## config.mk

```make
export PLATFORM = sky130hd
export DESIGN_NAME = jtagTap
export DESIGN_NICKNAME = d
export VERILOG_FILES = /design/src/rtl/tapPkg.sv /design/src/rtl/tapCtrl.sv /design/src/rtl/tapData.sv /design/src/rtl/jtagTap.sv
export SDC_FILE = /design/constraint.sdc
export NUM_CORES = 1
export LEC_CHECK = 0
export ABC_CLOCK_PERIOD_IN_PS = 2300
export BUFFER_PORTS_ARGS = -buffer_cell sky130_fd_sc_hd__buf_4
export CAP_MARGIN = 10
export CORE_MARGIN = 2
export CORE_UTILIZATION = 57
export CTS_BUF_LIST = sky130_fd_sc_hd__clkbuf_2
export DETAILED_ROUTE_END_ITERATION = 10
export MAX_ROUTING_LAYER = met4
export PLACE_DENSITY = 0.87
export SLEW_MARGIN = 10
export SYNTH_ARGS = -nofsm -noshare
export SYNTH_HDL_FRONTEND = slang
export SYNTH_SLANG_ARGS = --single-unit
```

## constraint.sdc

```tcl
create_clock -name tck -period 2.3 [get_ports tck]
set_input_delay 0.23 -clock tck [delete_from_list [all_inputs] [get_ports tck]]
set_output_delay 0.23 -clock tck [all_outputs]
set_load 0.01 [all_outputs]
```

## src/rtl/tapPkg.sv

```systemverilog
package tapPkg;
  localparam int IR_W = 4;
  localparam int ID_W = 32;

  localparam logic [IR_W-1:0] OP_EXTEST   = 4'h0;
  localparam logic [IR_W-1:0] OP_SAMPLE   = 4'h1;
  localparam logic [IR_W-1:0] OP_IDCODE   = 4'h2;
  localparam logic [IR_W-1:0] OP_USERCODE = 4'h3;
  localparam logic [IR_W-1:0] OP_CLAMP    = 4'h4;
  localparam logic [IR_W-1:0] OP_HIGHZ    = 4'h5;
  localparam logic [IR_W-1:0] OP_BYPASS   = 4'hF;
  localparam logic [IR_W-1:0] IR_CAPTURE  = 4'b0001;

  typedef enum logic [3:0] {
    ST_RESET, ST_IDLE,
    ST_SEL_DR, ST_CAP_DR, ST_SH_DR, ST_EX1_DR, ST_PAUSE_DR, ST_EX2_DR, ST_UPD_DR,
    ST_SEL_IR, ST_CAP_IR, ST_SH_IR, ST_EX1_IR, ST_PAUSE_IR, ST_EX2_IR, ST_UPD_IR
  } tapStateT;

  typedef enum logic [1:0] { PATH_BYP, PATH_ID, PATH_BS } pathT;

  typedef struct packed {
    logic inReset;
    logic captureIr;
    logic shiftIr;
    logic updateIr;
    logic captureDr;
    logic shiftDr;
    logic updateDr;
  } tapStrobeT;
endpackage

```

## src/rtl/tapCtrl.sv

```systemverilog
module tapCtrl
  import tapPkg::*;
(
  input  logic      tck,
  input  logic      trstN,
  input  logic      tmsIn,
  output tapStrobeT strobe
);
  tapStateT state, nextState;

  always_comb begin
    nextState = state;
    unique case (state)
      ST_RESET:    nextState = tmsIn ? ST_RESET    : ST_IDLE;
      ST_IDLE:     nextState = tmsIn ? ST_SEL_DR   : ST_IDLE;
      ST_SEL_DR:   nextState = tmsIn ? ST_SEL_IR   : ST_CAP_DR;
      ST_CAP_DR:   nextState = tmsIn ? ST_EX1_DR   : ST_SH_DR;
      ST_SH_DR:    nextState = tmsIn ? ST_EX1_DR   : ST_SH_DR;
      ST_EX1_DR:   nextState = tmsIn ? ST_UPD_DR   : ST_PAUSE_DR;
      ST_PAUSE_DR: nextState = tmsIn ? ST_EX2_DR   : ST_PAUSE_DR;
      ST_EX2_DR:   nextState = tmsIn ? ST_UPD_DR   : ST_SH_DR;
      ST_UPD_DR:   nextState = tmsIn ? ST_SEL_DR   : ST_IDLE;
      ST_SEL_IR:   nextState = tmsIn ? ST_RESET    : ST_CAP_IR;
      ST_CAP_IR:   nextState = tmsIn ? ST_EX1_IR   : ST_SH_IR;
      ST_SH_IR:    nextState = tmsIn ? ST_EX1_IR   : ST_SH_IR;
      ST_EX1_IR:   nextState = tmsIn ? ST_UPD_IR   : ST_PAUSE_IR;
      ST_PAUSE_IR: nextState = tmsIn ? ST_EX2_IR   : ST_PAUSE_IR;
      ST_EX2_IR:   nextState = tmsIn ? ST_UPD_IR   : ST_SH_IR;
      ST_UPD_IR:   nextState = tmsIn ? ST_SEL_DR   : ST_IDLE;
      default:     nextState = ST_RESET;
    endcase
  end

  always_ff @(posedge tck or negedge trstN) begin
    if (!trstN) state <= ST_RESET;
    else        state <= nextState;
  end

  always_comb begin
    strobe.inReset   = (state == ST_RESET);
    strobe.captureIr = (state == ST_CAP_IR);
    strobe.shiftIr   = (state == ST_SH_IR);
    strobe.updateIr  = (state == ST_UPD_IR);
    strobe.captureDr = (state == ST_CAP_DR);
    strobe.shiftDr   = (state == ST_SH_DR);
    strobe.updateDr  = (state == ST_UPD_DR);
  end

  // checker counter: consecutive rising edges with mode select high
  logic [2:0] tmsRun;
  always_ff @(posedge tck or negedge trstN) begin
    if (!trstN)              tmsRun <= '0;
    else if (!tmsIn)         tmsRun <= '0;
    else if (tmsRun != 3'd7) tmsRun <= tmsRun + 3'd1;
  end

  a_r1_five_high_resets: assert property (@(posedge tck) disable iff (!trstN)
    (tmsRun >= 3'd5) |-> (state == ST_RESET));

  a_r7_one_strobe: assert property (@(posedge tck) disable iff (!trstN)
    $onehot0({strobe.captureIr, strobe.shiftIr, strobe.updateIr,
              strobe.captureDr, strobe.shiftDr, strobe.updateDr}));
endmodule

```

## src/rtl/tapData.sv

```systemverilog
module tapData
  import tapPkg::*;
#(
  parameter logic [ID_W-1:0] FIXED_ID = 32'h0000_0001
) (
  input  logic            tck,
  input  logic            trstN,
  input  logic            tdiIn,
  input  logic [ID_W-1:0] userCode,
  input  logic            bsScanIn,
  input  tapStrobeT       strobe,
  output logic            tdoOut,
  output logic            tdoEn,
  output logic            bsCapture,
  output logic            bsShift,
  output logic            bsUpdate,
  output logic            modeBoundarySel,
  output logic            modeDriveBoundary,
  output logic            modeHighZ
);
  logic [IR_W-1:0] irShift, activeIr;
  logic            bypassReg;
  logic [ID_W-1:0] idReg;
  pathT            pathSel;
  logic            useUser, serialNext;

  always_ff @(posedge tck or negedge trstN) begin
    if (!trstN)                irShift <= IR_CAPTURE;
    else if (strobe.captureIr) irShift <= IR_CAPTURE;
    else if (strobe.shiftIr)   irShift <= {tdiIn, irShift[IR_W-1:1]};
  end

  always_ff @(negedge tck or negedge trstN) begin
    if (!trstN)               activeIr <= OP_IDCODE;
    else if (strobe.inReset)  activeIr <= OP_IDCODE;
    else if (strobe.updateIr) activeIr <= irShift;
  end

  always_comb begin
    pathSel           = PATH_BYP;
    useUser           = 1'b0;
    modeDriveBoundary = 1'b0;
    modeHighZ         = 1'b0;
    unique case (activeIr)
      OP_EXTEST:   begin pathSel = PATH_BS; modeDriveBoundary = 1'b1; end
      OP_SAMPLE:   pathSel = PATH_BS;
      OP_IDCODE:   pathSel = PATH_ID;
      OP_USERCODE: begin pathSel = PATH_ID; useUser = 1'b1; end
      OP_CLAMP:    modeDriveBoundary = 1'b1;
      OP_HIGHZ:    modeHighZ = 1'b1;
      default:     pathSel = PATH_BYP;
    endcase
  end

  assign modeBoundarySel = (pathSel == PATH_BS);
  assign bsCapture = strobe.captureDr & modeBoundarySel;
  assign bsShift   = strobe.shiftDr   & modeBoundarySel;
  assign bsUpdate  = strobe.updateDr  & modeBoundarySel;

  always_ff @(posedge tck or negedge trstN) begin
    if (!trstN)                bypassReg <= 1'b0;
    else if (strobe.captureDr) bypassReg <= 1'b0;
    else if (strobe.shiftDr)   bypassReg <= tdiIn;
  end

  always_ff @(posedge tck or negedge trstN) begin
    if (!trstN)                idReg <= FIXED_ID;
    else if (strobe.captureDr) idReg <= useUser ? userCode : FIXED_ID;
    else if (strobe.shiftDr && pathSel == PATH_ID)
      idReg <= {tdiIn, idReg[ID_W-1:1]};
  end

  always_comb begin
    if (strobe.shiftIr) serialNext = irShift[0];
    else begin
      unique case (pathSel)
        PATH_ID: serialNext = idReg[0];
        PATH_BS: serialNext = bsScanIn;
        default: serialNext = bypassReg;
      endcase
    end
  end

  always_ff @(negedge tck or negedge trstN) begin
    if (!trstN) begin
      tdoOut <= 1'b0;
      tdoEn  <= 1'b0;
    end else begin
      tdoOut <= serialNext;
      tdoEn  <= strobe.shiftIr | strobe.shiftDr;
    end
  end

  a_r3_ir_holds: assert property (@(posedge tck) disable iff (!trstN)
    (!strobe.updateIr && !strobe.inReset) |-> $stable(activeIr));

  a_r4_bypass_zero: assert property (@(posedge tck) disable iff (!trstN)
    strobe.captureDr |=> (bypassReg == 1'b0));

  a_r10_enable_in_shift: assert property (@(posedge tck) disable iff (!trstN)
    tdoEn |-> (strobe.shiftIr || strobe.shiftDr));

  a_r7_no_bs_strobe_off_path: assert property (@(posedge tck) disable iff (!trstN)
    !modeBoundarySel |-> !(bsCapture || bsShift || bsUpdate));
endmodule

```

## src/rtl/jtagTap.sv

```systemverilog
module jtagTap
  import tapPkg::*;
#(
  parameter logic [3:0]  ID_VERSION = 4'h3,
  parameter logic [15:0] ID_PART    = 16'hA5C1,
  parameter logic [10:0] ID_MFR     = 11'h2B5
) (
  input  logic            tck,
  input  logic            trstN,
  input  logic            tmsIn,
  input  logic            tdiIn,
  input  logic [ID_W-1:0] userCode,
  input  logic            bsScanIn,
  output logic            tdoOut,
  output logic            tdoEn,
  output logic            bsCapture,
  output logic            bsShift,
  output logic            bsUpdate,
  output logic            modeBoundarySel,
  output logic            modeDriveBoundary,
  output logic            modeHighZ
);
  localparam logic [ID_W-1:0] FIXED_ID = {ID_VERSION, ID_PART, ID_MFR, 1'b1};

  tapStrobeT strobe;

  tapCtrl u_ctrl (
    .tck    (tck),
    .trstN  (trstN),
    .tmsIn  (tmsIn),
    .strobe (strobe)
  );

  tapData #(.FIXED_ID(FIXED_ID)) u_data (
    .tck               (tck),
    .trstN             (trstN),
    .tdiIn             (tdiIn),
    .userCode          (userCode),
    .bsScanIn          (bsScanIn),
    .strobe            (strobe),
    .tdoOut            (tdoOut),
    .tdoEn             (tdoEn),
    .bsCapture         (bsCapture),
    .bsShift           (bsShift),
    .bsUpdate          (bsUpdate),
    .modeBoundarySel   (modeBoundarySel),
    .modeDriveBoundary (modeDriveBoundary),
    .modeHighZ         (modeHighZ)
  );
endmodule

```

==> results by group, run 1 <==
Outcome
  – Status: complete, but fails checks
  – Failing checks: setup timing

Global routing
  – Initial antenna violation count: 0
  – First-pass GRT wire length: 13,740 um
  – All-Layer GR Usage: 37.69%
  – GR Overflow Total: 0
  – Vias in the first global route: 2,582
  – Pin count of the biggest net entering global routing: 25

Setup path
  – Critical Path Source Type: register
  – FF-to-FF End: u_data.idReg[26]
  – Worst path top cell family by delay: simple AND/OR/NAND/NOR gates
  – Worst path slowest cell: dfstp_2
  – Worst path max stage delay: 0.55 ns
  – RR Startpoint: u_data.activeIr[1]
  – Worst Path Buf+Inv: 4
  – Worst Setup End Kind: register
  – FF-to-FF setup slack: -1.06 ns
  – CP Cell Sequence: inv_2 > or3_4 > clkinv_4 > ha_4 > nor4bb_4 > o21ai_4 > buf_12 > buf_16 > nand2_2 > o21ai_2
  – Worst EP required: 2.64 ns
  – R2R depth: 10
  – CP Data Arrival Time: 3.70 ns
  – CP Class: register to register
  – Crit-path max FO: 5

Clocking
  – Root buf cell: clkbuf_2
  – Sink Count: 47
  – CTS tree: yes
  – Clock Path Buffers: 2
  – Htree depth: 2
  – Inserted Clock Buffers: 5
  – Reg clk slew, reported paths: between 0.2 and 0.25 ns
  – Worst-Skew Late Latency: about 0.45 ns

Floorplan
  – Die X: ~69 um
  – DIE AREA: about 4800 um2
  – Core Area: 4058 um2
  – IO Count: 45
  – Initial cell density of the core: between 50% and 60%
  – Row count: 23
  – Die Y-Extent: 69.23 um

Final layout
  – Area delta synth->final: 55.57%
  – # fillers: 138
  – Antenna Cells: 0
  – Nets: 378
  – Final core utilization: 92.97%
  – Layout cells sized above 1: between 60% and 70%

Detailed routing
  – Vias per cell: 6.964
  – Detailed Route Iter0 Violations: 404
  – DRT Pass-1 Iters: 5
  – Antenna-violating nets left: 0
  – Routed wire length: 10,190 um
  – Drt wl/cell: 26.13 um
  – DRC Markers: 0
  – Vias post-DR: 2,716

Timing
  – Slew @ Worst Pin: just under 0.4 ns
  – Worst-case clock skew: 0.08908 ns
  – Slew margin rel.: between 70% and 80%
  – Final Hold Fails: 0
  – Setup violations, final: 45
  – Setup TNS: -38.11 ns
  – Final number of max-transition violations: 0
  – RSZ-0062 raised after global routing: yes
  – Final setup margin: -1.060 ns

Power
  – Leak: ~1.6 nW
  – Sw Share: 44.94%
  – Power Dens Cells: 1421 nW/um2
  – Clock power frac: 6.6%
  – Peak VDD IR: 1062 uV
  – Cell internal pwr: 0.002951 W
  – Reg power frac: 31.4%
  – Sw Pwr: 0.002409 W
  – Logic pwr share: 62.0%

Yosys
  – Syn avg cell area: 9.435 um2
  – Largest family of logic cells by synthesized area: compound AO/OA/AOI/OAI gates
  – Synthesis-stage register bit count: 47
  – Synth warnings: 0
  – Mapped Area: between 2000 and 2500 um2
  – Synth Area in Compound Gates: 27.35%
  – Cells after Synth: 257
  – Xor/xnor share of the synthesized area: 0.3612%
  – Count of cell types in the netlist: 40
  – Synth Area in Simple Gates: 15.79%
  – Mux cell area share after synthesis: less than 1%
  – Adder-Cell Fraction of Synth Area: 1.032%
  – Synthesized Nets: 296
  – Sequential area share after synthesis: 49.43%

Hold path
  – Cells on Worst Hold Path: 3
  – Hold Path Class: input pin to register
  – Hold wc startpoint: userCode[24]
  – Hold Path End: u_data.idReg[24]

Place
  – Detailed placer's ending HPWL: 4271 um
  – GP Congestion: 0.8309
  – Port Buf Inserts: 44

Flow run
  – Max-Cap Viols: 0
[layout by cell type (no fill, tap or decap), types with 5 or more instances in the layout]
master / synthesis / final
a22oi_1: 7 / 7
buf_4: 0 / 72
o21ai_0: 25 / 12
buf_12: 1 / 5
dfrtp_1: 24 / 24
buf_6: 1 / 9
o21ai_4: 0 / 6
clkbuf_2: 0 / 7
o21ai_2: 11 / 25
nand2_2: 0 / 14
nor2_1: 9 / 7
buf_16: 0 / 6
nand2_4: 0 / 14
dfstp_2: 18 / 18
a22oi_2: 10 / 10
nand2_1: 48 / 20
dfrtn_1: 5 / 5
o22ai_1: 20 / 20
[metal layers]
layer | GRT usage [%] | wire length, um | part of all wire, % | up-vias
li1 | - | - | - | 1096
met1 | 45.96 | 3649 | 36 | 1314
met2 | 63.03 | 4934 | 48 | 237
met3 | 6.395 | 961 | 9.4 | 69
met4 | 14.16 | 645 | 6.3 | 0
met5 | - | 0 | 0 | -
[sequential cells by signal, indices dropped and copies added, names as in the netlist]
name and cells:
u_ctrl.state 4, u_data.activeIr 4, u_data.bypassReg 1, u_data.idReg 32, u_data.irShift 4, u_data.tdoEn 1, u_data.tdoOut 1
[kinds of logic (layout without fill, tap and decap cells)]
kind of cell,after synthesis,count (layout)
AND/OR/NAND/NOR,83,83
flip-flops,47,47
adder cells (fa/ha/maj),2,2
AO/OA/AOI/OAI,96,96
XOR/XNOR,1,1
multiplexers,1,1
buffers and inverters,27,110
[worst max-delay path by stage]
stage,start,endpoint,depth (start not counted)
finish,u_data.activeIr[1],u_data.idReg[26],10
global route,u_data.activeIr[1],u_data.idReg[30],10
CTS,u_data.activeIr[1],bsUpdate,5
detailed placement,u_data.activeIr[1],u_data.idReg[19],8
global placement,u_data.activeIr[1],u_data.idReg[19],8
floorplan,u_data.activeIr[1],u_data.idReg[2],9
[synth_stat cells (all sizes together)]
library cell  count  area, um2
and3              4      25.02
o21ai            45      266.5
buf              10      70.06
clkbuf           10      37.54
a21oi             7      35.03
a31oi             1      6.260
a221oi            2      17.52
dfrtp            24      600.6
o22ai            20      125.1
nor4bb            2      20.02
dfstp            18      473.0
and3b             1      8.760
a211oi            1      7.510
mux2              1      11.26
nand2            48      180.2
clkinv            2      8.750
nor3              5      25.02
nand3             6      35.03
inv               5      18.76
or3               3      23.77
nand4             1      6.260
o2bb2ai           1      8.760
o311a             1      10.01
a211o             1      8.760
xnor2             1      8.760
nor2b             4      25.02
nor2              9      33.78
dfrtn             5      125.1
a22oi            17      177.7
ha                2      25.02
[worst reg2reg max path, cell delays in order, from the launching register on]
cell      delay [ns]
dfstp_2         0.55
inv_2           0.04
or3_4           0.37
clkinv_4        0.08
ha_4            0.13
nor4bb_4        0.29
o21ai_4         0.18
buf_12          0.18
buf_16          0.14
nand2_2         0.10
o21ai_2         0.06
[cell type report]
cell class                      count  area, um2  share of cell area, %
Inverter                            6      30.03                 0.7960
Clock buffer                        7      35.03                 0.9287
Tap cell                           50      62.56                  1.658
Multi-Input combinational cell    183       1480                  39.24
Clock inverter                      2      8.758                 0.2322
Timing Repair Buffer               95      957.2                  25.37
Sequential cell                    47       1199                  31.77
[repair_timing]
action	4_1_cts	5_1_grt
gates cloned	7	1
gates resized for setup	60	37
setup buffers	9	4
hold endpoints to repair	17	0
hold buffers	1	0
setup endpoints to repair	45	46
pin swaps	19	14
[per-stage QoR]
step           worst slack (ns)  instances  power [W]  hold WS (ns)  instance area, um2
2_1_floorplan           -0.7189        257   0.002987      -0.06559                2596
3_3_place_gp            -0.7137        362   0.003451        0.1469                3079
6_report                 -1.060        390   0.005360       0.04567                3772
3_5_place_dp            -0.7848        362   0.003555        0.1454                3079
4_1_cts                 -0.9466        387   0.004688       0.04797                3597
5_1_grt                  -1.093        390   0.005537       0.05190                3772
[power groups by stage]
stage,combinational [W],clock (W),sequential (W)
after CTS,0.00278,0.000347,0.00156
final,0.00332,0.000355,0.00168
after global routing,0.00347,0.000380,0.00168
after floorplan,0.00152,0.00000544,0.00146
after global placement,0.00191,0.00000544,0.00153
after detailed placement,0.00200,0.00000544,0.00155
No activity file was read; power rests on OpenSTA's default activity.
==> run 2, diff against run 1 <==
--- a/config.mk
+++ b/config.mk
@@ -6,13 +6,13 @@
 export NUM_CORES = 1
 export LEC_CHECK = 0
-export ABC_CLOCK_PERIOD_IN_PS = 2300
+export ABC_CLOCK_PERIOD_IN_PS = 2900
 export BUFFER_PORTS_ARGS = -buffer_cell sky130_fd_sc_hd__buf_4
-export CAP_MARGIN = 10
+export CAP_MARGIN = 20
 export CORE_MARGIN = 2
-export CORE_UTILIZATION = 57
+export CORE_UTILIZATION = 52
 export CTS_BUF_LIST = sky130_fd_sc_hd__clkbuf_2
 export DETAILED_ROUTE_END_ITERATION = 10
 export MAX_ROUTING_LAYER = met4
-export PLACE_DENSITY = 0.87
+export PLACE_DENSITY = 0.83
 export SLEW_MARGIN = 10
 export SYNTH_ARGS = -nofsm -noshare
==> constraint.sdc (replaced) <==
create_clock -name tck -period 2.9 [get_ports tck]
set_input_delay 0.29 -clock tck [delete_from_list [all_inputs] [get_ports tck]]
set_output_delay 0.29 -clock tck [all_outputs]
set_load 0.02 [all_outputs]
==> run 2 against run 1 <==
The run still ends with setup timing left. Largest power group unchanged. Worst setup slack improved by 0.42 ns. Clock-buffer cell count decreased by 1. Sequential power decreased by 28%. Final cell count decreased by 4.6%.
==> results by group, run 2 (synthesized netlist as in run 1, its figures left out) <==
Final layout
  – Antenna Cells: 0 (unchanged)
  – Layout cells sized above 1: 50.31% (was 62.06%)
  – Commonest non-fill, non-tap cells in the layout: 62 x buf_4, 37 x nand2_1, 23 x dfrtp_1 (was 72 x buf_4, 25 x o21ai_2, 24 x dfrtp_1)
  – Most common cell after layout, fill and taps aside: buf_4 (unchanged)
  – Final core utilization: 74.57% (was 92.97%)
  – Top reg by flops: u_data.idReg (unchanged)
  – Max FFs per register: 32 (unchanged)
  – Design Area, Final: 3292 um2 (was 3772 um2)
  – Nets: 358 (was 378)
  – Area delta synth->final: 35.76% (was 55.57%)

Flow run
  – Max-Cap Viols: 0 (unchanged)

Hold path
  – Hold Path Class: input pin to register (unchanged)

Clocking
  – Root buf cell: clkbuf_2 (unchanged)
  – Sink Count: 47 (unchanged)
  – Htree depth: 2 (unchanged)
  – Inserted Clock Buffers: 5 (unchanged)
  – Clock Path Buffers: 2 (unchanged)
  – Worst-Skew Late Latency: 0.42 ns (was 0.45 ns)
  – Reg clk slew, reported paths: 0.23 ns (was 0.24 ns)
  – CTS tree: yes (unchanged)

Place
  – Placed inst area: 3037 um2 (was 3079 um2)
  – Detailed placer's ending HPWL: 4193 um (was 4271 um)
  – Port Buf Inserts: 44 (unchanged)
  – GP Congestion: 0.8963 (was 0.8309)

Outcome
  – Status: complete, but fails checks (unchanged)
  – Failing checks: setup timing (unchanged)

Floorplan
  – DIE AREA: 5225 um2 (was 4792 um2)
  – Die X: 72.29 um (was 69.23 um)
  – IO Count: 45 (unchanged)
  – Row count: 24 (was 23)
  – Die Y-Extent: 72.29 um (was 69.23 um)
  – Initial cell density of the core: 54.93% (was 59.76%)
  – Core Area: 4414 um2 (was 4058 um2)

Setup path
  – Critical Path Source Type: register (unchanged)
  – Crit-path max FO: 3 (was 5)
  – CP Class: register to output port (was register to register)
  – Worst Setup End Kind: output port (was register)
  – Worst EP required: 2.61 ns (was 2.64 ns)
  – CP Data Arrival Time: 3.25 ns (was 3.70 ns)

Power
  – Leak: 1.438 nW (was 1.642 nW)
  – Power Dens Cells: 1037 nW/um2 (was 1421 nW/um2)
  – Peak VDD IR: 616.8 uV (was 1062 uV)

Global routing
  – All-Layer GR Usage: 26.53% (was 37.69%)
  – Pin count of the biggest net entering global routing: 38 (was 25)
  – First-pass GRT wire length: 10,340 um (was 13,740 um)
  – Vias in the first global route: 2,163 (was 2,582)
  – Initial antenna violation count: 0 (unchanged)
  – GR Overflow Total: 0 (unchanged)

Detailed routing
  – Vias per cell: 5.855 (was 6.964)
  – DRC Markers: 0 (unchanged)
  – Routed wire length: 6191 um (was 10,190 um)
  – Drt wl/cell: 16.64 um (was 26.13 um)
  – Detailed Route Iter0 Violations: 145 (was 404)
  – DRT Pass-1 Iters: 4 (was 5)
  – Vias post-DR: 2,178 (was 2,716)
  – Antenna-violating nets left: 0 (unchanged)

Timing
  – RSZ-0062 raised after global routing: yes (unchanged)
  – Slew @ Worst Pin: 0.5115 ns (was 0.3958 ns)
  – Worst hold slack: 0.1111 ns (was 0.04567 ns)
  – Setup violations, final: 38 (was 45)
  – Final setup margin: -0.6441 ns (was -1.060 ns)
  – Slew margin rel.: 65.81% (was 73.61%)
  – Worst-case clock skew: 0.07890 ns (was 0.08908 ns)
  – Final number of max-transition violations: 0 (unchanged)
  – Final Hold Fails: 0 (unchanged)
## run 2: cell types whose count changed in the layout (fill, tap and decap cells not counted), moves of 3 or more
cell and change:
a21oi_2 -3, o21ai_1 +9, o21ai_2 -4, buf_16 -6, nand2_1 +17, a21oi_1 +3, nand2_4 -13, buf_4 -10
nand2_2 -4, o21ai_4 -5
## run 2: repair_timing
item	CTS	global route
hold buffers	1	0
setup endpoints to repair	38	42
pin swaps	6	2
gates cloned	1	0
endpoints found under the hold margin	4	0
setup buffers	1	2
resized for setup	28	10
## run 2: worst paths after layout
| check | startpoint | cells after the start | slack (ns) | endpoint |
|---|---|---|---|---|
| min | userCode[21] | 3 | 0.11 | u_data.idReg[21] |
| max in group asynchronous | trstN | 2 | 0.93 | u_data.activeIr[1] |
| max reg2reg | u_data.activeIr[1] | 10 | -0.62 | u_data.idReg[4] |
| min reg2reg | u_data.idReg[1] | 2 | 0.48 | u_data.idReg[1] |
| min in group asynchronous | trstN | 2 | 0.27 | u_data.irShift[1] |
| max | u_data.activeIr[1] | 5 | -0.64 | bsUpdate |
## run 2: routing by layer
metal  routed length [um]  track usage, %  vias to the layer above
li1                     -               -                     1053
met1                 2471           32.91                     1037
met2                 3214           43.93                       74
met3                  389           5.139                       14
met4                  116           8.386                        0
met5                    0               -                        -
## run 2: layout make-up
| class | instances | area, um2 |
|---|---|---|
| Multi-Input combinational cell | 183 | 1257 |
| Sequential cell | 47 | 1200 |
| Fill cell | 296 | 1122 |
| Timing Repair Buffer | 75 | 645.6 |
| Tap cell | 52 | 65.06 |
| Clock inverter | 3 | 63.81 |
| Clock buffer | 6 | 30.03 |
| Inverter | 6 | 30.03 |
## run 2: report_power, final
group | switching (W) | internal (W) | total, W
Clock | 0.000215 | 0.000237 | 0.000452
Sequential | 0.000217 | 0.000997 | 0.00121
Combinational | 0.000913 | 0.000835 | 0.00175
Total | 0.00134 | 0.00207 | 0.00341
## run 2: stage by stage
stage	instances	power [W]	setup WS [ns]	setup TNS, ns
after floorplan	257	0.002309	-0.4189	-13.72
after global placement	359	0.002700	-0.4004	-12.95
after detailed placement	359	0.002777	-0.4825	-14.99
after CTS	370	0.003351	-0.6689	-22.80
after global routing	372	0.003666	-0.7344	-25.69
final	372	0.003415	-0.6441	-21.65
## run 2: critical path, stage by stage, from the launching register on
cell and delay, ns:
dfstp_2 0.53, inv_2 0.03, or3_4 0.35, ha_4 0.19
and3_4 0.15, buf_6 0.12
